[config.mk]
export PLATFORM = sky130hd
export DESIGN_NAME = kick_gate
export DESIGN_NICKNAME = d
export VERILOG_FILES = /design/src/rtl/kick_gate_pkg.sv /design/src/rtl/kick_gate_decode.sv /design/src/rtl/kick_gate_keys.sv /design/src/rtl/kick_gate_scratch.sv /design/src/rtl/kick_gate.sv
export SDC_FILE = /design/constraint.sdc
export NUM_CORES = 1
export LEC_CHECK = 0
export BUFFER_PORTS_ARGS = -buffer_cell sky130_fd_sc_hd__buf_2
export CAP_MARGIN = 20
export CORE_ASPECT_RATIO = 1.2
export CORE_MARGIN = 2
export CORE_UTILIZATION = 45
export DETAILED_ROUTE_END_ITERATION = 6
export PLACE_DENSITY = 0.64
export SYNTH_ARGS = -nofsm -noshare
export SYNTH_HDL_FRONTEND = slang
export SYNTH_SLANG_ARGS = --single-unit
[constraint.sdc]
create_clock -name clk -period 3.2 [get_ports clk]
set_clock_uncertainty 0.2 [all_clocks]
set_input_delay 0.32 -clock clk [delete_from_list [all_inputs] [get_ports clk]]
set_output_delay 0.32 -clock clk [all_outputs]
set_load 0.01 [all_outputs]
[src/rtl/kick_gate_pkg.sv]
package kick_gate_pkg;
    localparam int unsigned WORD_W = 32;
    typedef logic [WORD_W-1:0] word_t;
    localparam word_t KEY_A_MAGIC = 32'h83E7_0B13;
    localparam word_t KEY_B_MAGIC = 32'h95A4_F1E0;
endpackage

[src/rtl/kick_gate_decode.sv]
module kick_gate_decode
    import kick_gate_pkg::*;
#(
    parameter int unsigned        ADDR_W     = 8,
    parameter int unsigned        NUM_SCR    = 3,
    parameter logic [ADDR_W-1:0]  SCR_BASE   = 8'h60,
    parameter logic [ADDR_W-1:0]  KEYA_ADDR  = 8'h6C,
    parameter logic [ADDR_W-1:0]  KEYB_ADDR  = 8'h70
) (
    input  logic [ADDR_W-1:0]         addr,
    input  word_t                     key_a,
    input  word_t                     key_b,
    input  word_t [NUM_SCR-1:0]       scr_words,
    output logic  [NUM_SCR-1:0]       scr_hit,
    output logic  [1:0]               key_hit,
    output logic                      own_hit,
    output word_t                     rdata
);
    localparam int unsigned STRIDE = WORD_W / 8;

    for (genvar i = 0; i < NUM_SCR; i++) begin : g_hit
        localparam logic [ADDR_W-1:0] WORD_ADDR = ADDR_W'(SCR_BASE + STRIDE * i);
        assign scr_hit[i] = (addr == WORD_ADDR);
    end

    assign key_hit[0] = (addr == KEYA_ADDR);
    assign key_hit[1] = (addr == KEYB_ADDR);
    assign own_hit    = (|scr_hit) | (|key_hit);

    always_comb begin
        rdata = '0;
        if (key_hit[0]) rdata = key_a;
        if (key_hit[1]) rdata = key_b;
        for (int i = 0; i < NUM_SCR; i++) begin
            if (scr_hit[i]) rdata = scr_words[i];
        end
    end
endmodule

[src/rtl/kick_gate_keys.sv]
module kick_gate_keys
    import kick_gate_pkg::*;
#(
    parameter word_t KEYA_VAL = KEY_A_MAGIC,
    parameter word_t KEYB_VAL = KEY_B_MAGIC
) (
    input  logic       clk,
    input  logic       rst_n,
    input  logic       wr,
    input  logic [1:0] key_hit,
    input  word_t      wdata,
    output word_t      key_a,
    output word_t      key_b,
    output logic       unlocked
);
    typedef struct packed {
        word_t [1:0] slot;
    } key_state_t;

    key_state_t st_d, st_q;

    always_comb begin
        st_d = st_q;
        for (int i = 0; i < 2; i++) begin
            if (wr && key_hit[i]) st_d.slot[i] = wdata;
        end
    end

    always_ff @(posedge clk or negedge rst_n) begin
        if (!rst_n) st_q <= '0;
        else        st_q <= st_d;
    end

    assign key_a    = st_q.slot[0];
    assign key_b    = st_q.slot[1];
    assign unlocked = (st_q.slot[0] == KEYA_VAL) && (st_q.slot[1] == KEYB_VAL);
endmodule

[src/rtl/kick_gate_scratch.sv]
module kick_gate_scratch
    import kick_gate_pkg::*;
#(
    parameter int unsigned NUM_SCR = 3
) (
    input  logic                 clk,
    input  logic                 rst_n,
    input  logic                 wr_ok,
    input  logic [NUM_SCR-1:0]   scr_hit,
    input  word_t                wdata,
    output word_t [NUM_SCR-1:0]  words
);
    typedef struct packed {
        word_t [NUM_SCR-1:0] w;
    } scr_state_t;

    scr_state_t st_d, st_q;

    always_comb begin
        st_d = st_q;
        for (int i = 0; i < NUM_SCR; i++) begin
            if (wr_ok && scr_hit[i]) st_d.w[i] = wdata;
        end
    end

    always_ff @(posedge clk or negedge rst_n) begin
        if (!rst_n) st_q <= '0;
        else        st_q <= st_d;
    end

    assign words = st_q.w;
endmodule

[src/rtl/kick_gate.sv]
module kick_gate
    import kick_gate_pkg::*;
#(
    parameter int unsigned        ADDR_W    = 8,
    parameter int unsigned        NUM_SCR   = 3,
    parameter logic [ADDR_W-1:0]  SCR_BASE  = 8'h60,
    parameter logic [ADDR_W-1:0]  KEYA_ADDR = 8'h6C,
    parameter logic [ADDR_W-1:0]  KEYB_ADDR = 8'h70,
    parameter word_t              KEYA_VAL  = KEY_A_MAGIC,
    parameter word_t              KEYB_VAL  = KEY_B_MAGIC
) (
    input  logic              clk,
    input  logic              rst_n,
    input  logic              bus_wr,
    input  logic [ADDR_W-1:0] bus_addr,
    input  logic [31:0]       bus_wdata,
    output logic [31:0]       bus_rdata,
    output logic              bank_wr_ok
);
    word_t                 key_a, key_b;
    word_t [NUM_SCR-1:0]   scr_words;
    logic  [NUM_SCR-1:0]   scr_hit;
    logic  [1:0]           key_hit;
    logic                  own_hit;
    logic                  unlocked;
    logic                  scr_wr_ok;

    kick_gate_decode #(
        .ADDR_W(ADDR_W), .NUM_SCR(NUM_SCR), .SCR_BASE(SCR_BASE),
        .KEYA_ADDR(KEYA_ADDR), .KEYB_ADDR(KEYB_ADDR)
    ) u_decode (
        .addr(bus_addr), .key_a(key_a), .key_b(key_b), .scr_words(scr_words),
        .scr_hit(scr_hit), .key_hit(key_hit), .own_hit(own_hit), .rdata(bus_rdata)
    );

    kick_gate_keys #(
        .KEYA_VAL(KEYA_VAL), .KEYB_VAL(KEYB_VAL)
    ) u_keys (
        .clk(clk), .rst_n(rst_n), .wr(bus_wr), .key_hit(key_hit), .wdata(bus_wdata),
        .key_a(key_a), .key_b(key_b), .unlocked(unlocked)
    );

    assign scr_wr_ok = bus_wr & unlocked;

    kick_gate_scratch #(
        .NUM_SCR(NUM_SCR)
    ) u_scratch (
        .clk(clk), .rst_n(rst_n), .wr_ok(scr_wr_ok), .scr_hit(scr_hit),
        .wdata(bus_wdata), .words(scr_words)
    );

    assign bank_wr_ok = bus_wr & unlocked & ~own_hit;
endmodule

# Word-level counts from Yosys, hierarchy flattened
# Index checks and enable logic that the tools add are counted.
word_totals:
  elab_cells: 29
  ff_bits: 160
  output_inout_bits: 33
op_classes:
  mux: 5
  reduce_logical: 8
  eq_ne: 7
  bitwise_logic: 4
ops:
  columns: ["cell", "n"]
  rows:
  - ["32-bit two-way mux", 5]
  - ["32-bit == test (second input constant)", 2]
  - ["8-bit by 7-bit == test with 1-bit output (second input constant)", 5]
  - ["1-bit logical AND", 6]
  - ["3-bit OR reduction", 1]
  - ["1-bit bitwise AND", 2]
  - ["2-bit OR reduction", 1]
  - ["1-bit NOT", 1]
  - ["1-bit OR", 1]

# Depth between registers and ports, before layout
logic_depth:
  ltp_word: 6
  mapped_depth: 8
  depth_no_buf: 5

# Hierarchy
# A second synthesis with hierarchy kept.
unflattened:
  hier_cells: 641
  area_unflattened_um2: 7932.6
by_module_without_submodules:
  columns: ["module", "instances", "area_each_um2", "cells_per_inst", "seq_area_each_um2"]
  rows:
  - ["kick_gate_scratch", 1, 3562.2, 204, 2402.3]
  - ["kick_gate_keys", 1, 2592.5, 157, 1601.5]
  - ["kick_gate_decode", 1, 1762.9, 278, 0.0]
  - ["kick_gate", 1, 15.0, 2, 0.0]

# Worst setup path after synthesis
# No wires, ideal clock.
synth_timing:
  path_kind: "register -> register"
  startpoint: "reg u_keys.st_q (netlist bit u_keys.key_a[5])"
  endpoint: "reg u_scratch.st_q (netlist bit u_scratch.words[65])"
  path_slack_ps: 859
  n_path_buf: 1
  required_time_ps: 2875
  t_arrival_ps: 2016
  stages_incl_launch_ff: 7
  synth_period_minus_slack_ps: 2341
  path_cell_list: "dfrtp_1 -> nand4bb_1 -> or4_1 -> and4bb_4 -> nand3_4 -> buf_6 -> mux2_4"
synth_via:
  elab_chain_len: 4
synth_rtl:
  columns: ["element", "line_no", "source"]
  rows:
  - ["start: declaration", "kick_gate_keys.sv:20", "key_state_t st_d, st_q;"]
  - ["start signal: assignment", "kick_gate_keys.sv:31", "else st_q <= st_d;"]
  - ["32-bit == test", "kick_gate_keys.sv:36", "assign unlocked = (st_q.slot[0] == KEYA_VAL) && (st_q.slot[1] == KEYB_VAL);"]
  - ["1-bit logical AND", "kick_gate_keys.sv:36", null]
  - ["1-bit bitwise AND", "kick_gate.sv:43", "assign scr_wr_ok = bus_wr & unlocked;"]
  - ["1-bit logical AND", "kick_gate_scratch.sv:22", "if (wr_ok && scr_hit[i]) st_d.w[i] = wdata;"]
  - ["end signal: assignment", "kick_gate_scratch.sv:28", "else st_q <= st_d;"]
  - ["end: declaration", "kick_gate_scratch.sv:17", "scr_state_t st_d, st_q;"]
# No other way between the ends.
# A chain may end at the register's enable or synchronous reset.

# Final worst setup path
layout_timing:
  startpoint: "reg u_keys.st_q (netlist bit u_keys.key_b[4])"
  endpoint: "out bank_wr_ok"
layout_via:
  elab_chain_len: 4
layout_rtl:
  columns: ["element", "line_no", "source"]
  rows:
  - ["32-bit == test", "kick_gate_keys.sv:36", null]
  - ["1-bit logical AND", "kick_gate_keys.sv:36", null]
  - ["1-bit bitwise AND (2 in a row)", "kick_gate.sv:52", "assign bank_wr_ok = bus_wr & unlocked & ~own_hit;"]
  - ["end: declaration", "kick_gate.sv:18", "output logic bank_wr_ok"]
# No other way between the ends.

==> qor.csv <==
metric,value,unit
critical_path_peak_fanout,4,
hold_class,in -> reg,
crit_type,reg -> out,
core,16900,µm²
max_freq,333,MHz
intPower,0.00332,W
synth_area,7800,µm²
grt.overflow.total,0,
die_h,148,µm
cts_made_buffers,17,
htree_levels,4,
setup_ws,0.198,ns
ir_drop,0.000355,V
synth_area_per_cell,13.2,µm²
grt_pass1_vias,5778,
use_met1,0.314,
seq_power_share,0.487,
syn_nets,636,
synth_top_area_frac,0.513,
critPathBufInv,1,
initial_core_util,0.461,
yosys-top-cells-count,"160 x dfrtp_1, 90 x mux2_4, 70 x mux2_2",
yosysMostFrequentCell,dfrtp_1,
cts_tree,done,
die_w,124,µm
hpwl,13500,µm
ys_ff_latch,160,
ys_seq_area_frac,0.513,
met2_usage,0.375,
yosysWarnings,0,
synth_edf_count,0,
die_area,18400,µm²
grt_max_degree,87,
slew_violations,0,
synth_cell_types,42,
drtIter0Drc,376,
synthFlopType,dfrtp_1,
cp_top_family,simple AND/OR/NAND/NOR gates,
maxCapViolCount,0,
post_cts_buffers,0,
grt_pass1_wl,32600,µm
antenna_found_initial,1,
drtAntennaViolNets,0,
p_switching,0.000979,W
crit_path_end_kind,output port,
fin_setup_tns,0,ns
setup_viol,0,
remaining_drc_errors,0,
power_per_cell_area,464,nW/µm²
comb_power_share,0.060,
report.final.hold_viol_count,0,
p_sw_frac,0.228,
critPathLaunchType,register,
drive_gt1_frac,0.421,
grt.met3_usage,0.0418,
clock_latency,0.42,ns
synthTopCellsByArea,"dfrtp_1 51%, mux2_4 17%, mux2_2 10%",
wl_per_cell,21.9,µm
routed_wl,20300,µm
cp_slowest_stage_delay,0.53,ns
crit_required,2.68,ns
period_needed,3.00,ns
io_buffers,75,
clock-root-buffer,clkbuf_16,
cpMaxStageDelayCell,nor3_2,
worstMarginPinSlew,1.08,ns
path_clk_slew,0.06,ns
status,"complete, no violations",
clkPwrFrac,0.453,
p_leak,4.80,nW
place.gp.congestion,0.849,
area_delta_synth_final,18.7,%
grt_busiest_layer,met2,
pin_count,76,
rsz0062_at_grt,no,
max-slew-margin-rel,0.279,
first_pass_iters,5,
post-route-period-util,0.938,
nets,742,
dp_slack,0.416,ns
crit_arrival,2.48,ns
cts_num_sinks,160,
async_flop_share,1.00,
vias,5428,
grt_usage,0.235,
rows,52,
synth_area_leader_cell,dfrtp_1,
clock_path_buffers,2,
cp_cell_sequence,nor4_1 -> nand4_1 -> nor3_2 -> and4_1 -> buf_2,
synthCells,593,
viasPerCell,5.86,
==> worst paths after layout <==
check / cells past startpoint / start / to / slack (ns)
setup / recovery: 5 / u_keys.key_b[4] / bank_wr_ok / 0.20
hold / removal: 2 / bus_wdata[26] / u_scratch.words[90] / 0.02
setup reg to reg: 6 / u_keys.key_a[6] / u_scratch.words[92] / 0.39
hold reg to reg: 1 / u_scratch.words[31] / u_scratch.words[31] / 0.31
max in group asynchronous: 3 / rst_n / u_scratch.words[54] / 1.64
min in group asynchronous: 2 / rst_n / u_scratch.words[71] / 0.32
==> routing by layer <==
layer	vias up	routed length [µm]
li1	2407	-
met3	41	983
met5	-	0
met2	181	9680
met4	0	583
met1	2799	9040
==> cell usage in the layout (no fill, tap or decap), drive strengths merged, types with 3 or more instances in the layout <==
master,synthesis,final
and3,3,3
nor4b,3,3
a21o,7,7
nor4,3,3
dlygate4sd3,0,25
clkbuf,21,19
mux2i,4,4
a222oi,5,5
nor4bb,3,3
o21ai,39,39
o211ai,4,4
mux2,160,160
a21oi,34,34
nand3,4,4
buf,18,101
nor2b,3,3
dfrtp,160,160
a22oi,25,25
inv,5,5
o22ai,12,12
clkinv,1,8
nand2b,7,7
a311oi,7,7
nand2,18,18
nand4,4,4
nor2,27,27
==> through the flow <==
step,instance area (µm²),utilization,total power [W],hold WS [ns],cells
3_5_place_dp,8450,0.499,0.00237,0.247,871
2_1_floorplan,7800,-,0.00222,-0.176,593
5_1_grt,9260,0.547,0.00445,0.00325,926
3_3_place_gp,8450,0.499,0.00236,0.229,871
6_report,9260,0.547,0.00430,0.0192,927
4_1_cts,9260,0.547,0.00433,0.00106,926
==> power by group through the flow <==
stage                     logic [W]  clock network [W]  registers (W)
after global placement     0.000227                  0        0.00213
after global routing       0.000284            0.00206        0.00210
final                      0.000257            0.00195        0.00210
after floorplan           0.0000984                  0        0.00212
after CTS                  0.000259            0.00198        0.00210
after detailed placement   0.000234                  0        0.00213
==> flip-flops by register name (all words and copies together) (netlist names) <==
signal / cells
u_keys.key_b: 32
u_scratch.words: 96
u_keys.key_a: 32
==> final cells by class <==
class	instances	area [µm²]
fillers	1432	7660
flip-flops and latches	160	4000
multi-input cells	388	3560
repair buffers	126	840
clock buffers	19	443
well taps	216	270
clock inverters	11	118
inverters	6	22.5
diodes	1	2.50
==> cells by family after synthesis <==
group,after synthesis,synth area share
multiplexers,164,0.279
flip-flops,160,0.513
AO/OA/AOI/OAI,133,0.105
AND/OR/NAND/NOR,91,0.0709
buffers and inverters,45,0.0311
==> what timing repair did <==
item	4_1_cts	5_1_grt
endpoints found under the hold margin	180	0
setup endpoints to repair	0	0
hold buffers	25	0
resized for setup	0	0
Note: power is estimated with default switching activity, not from simulation.
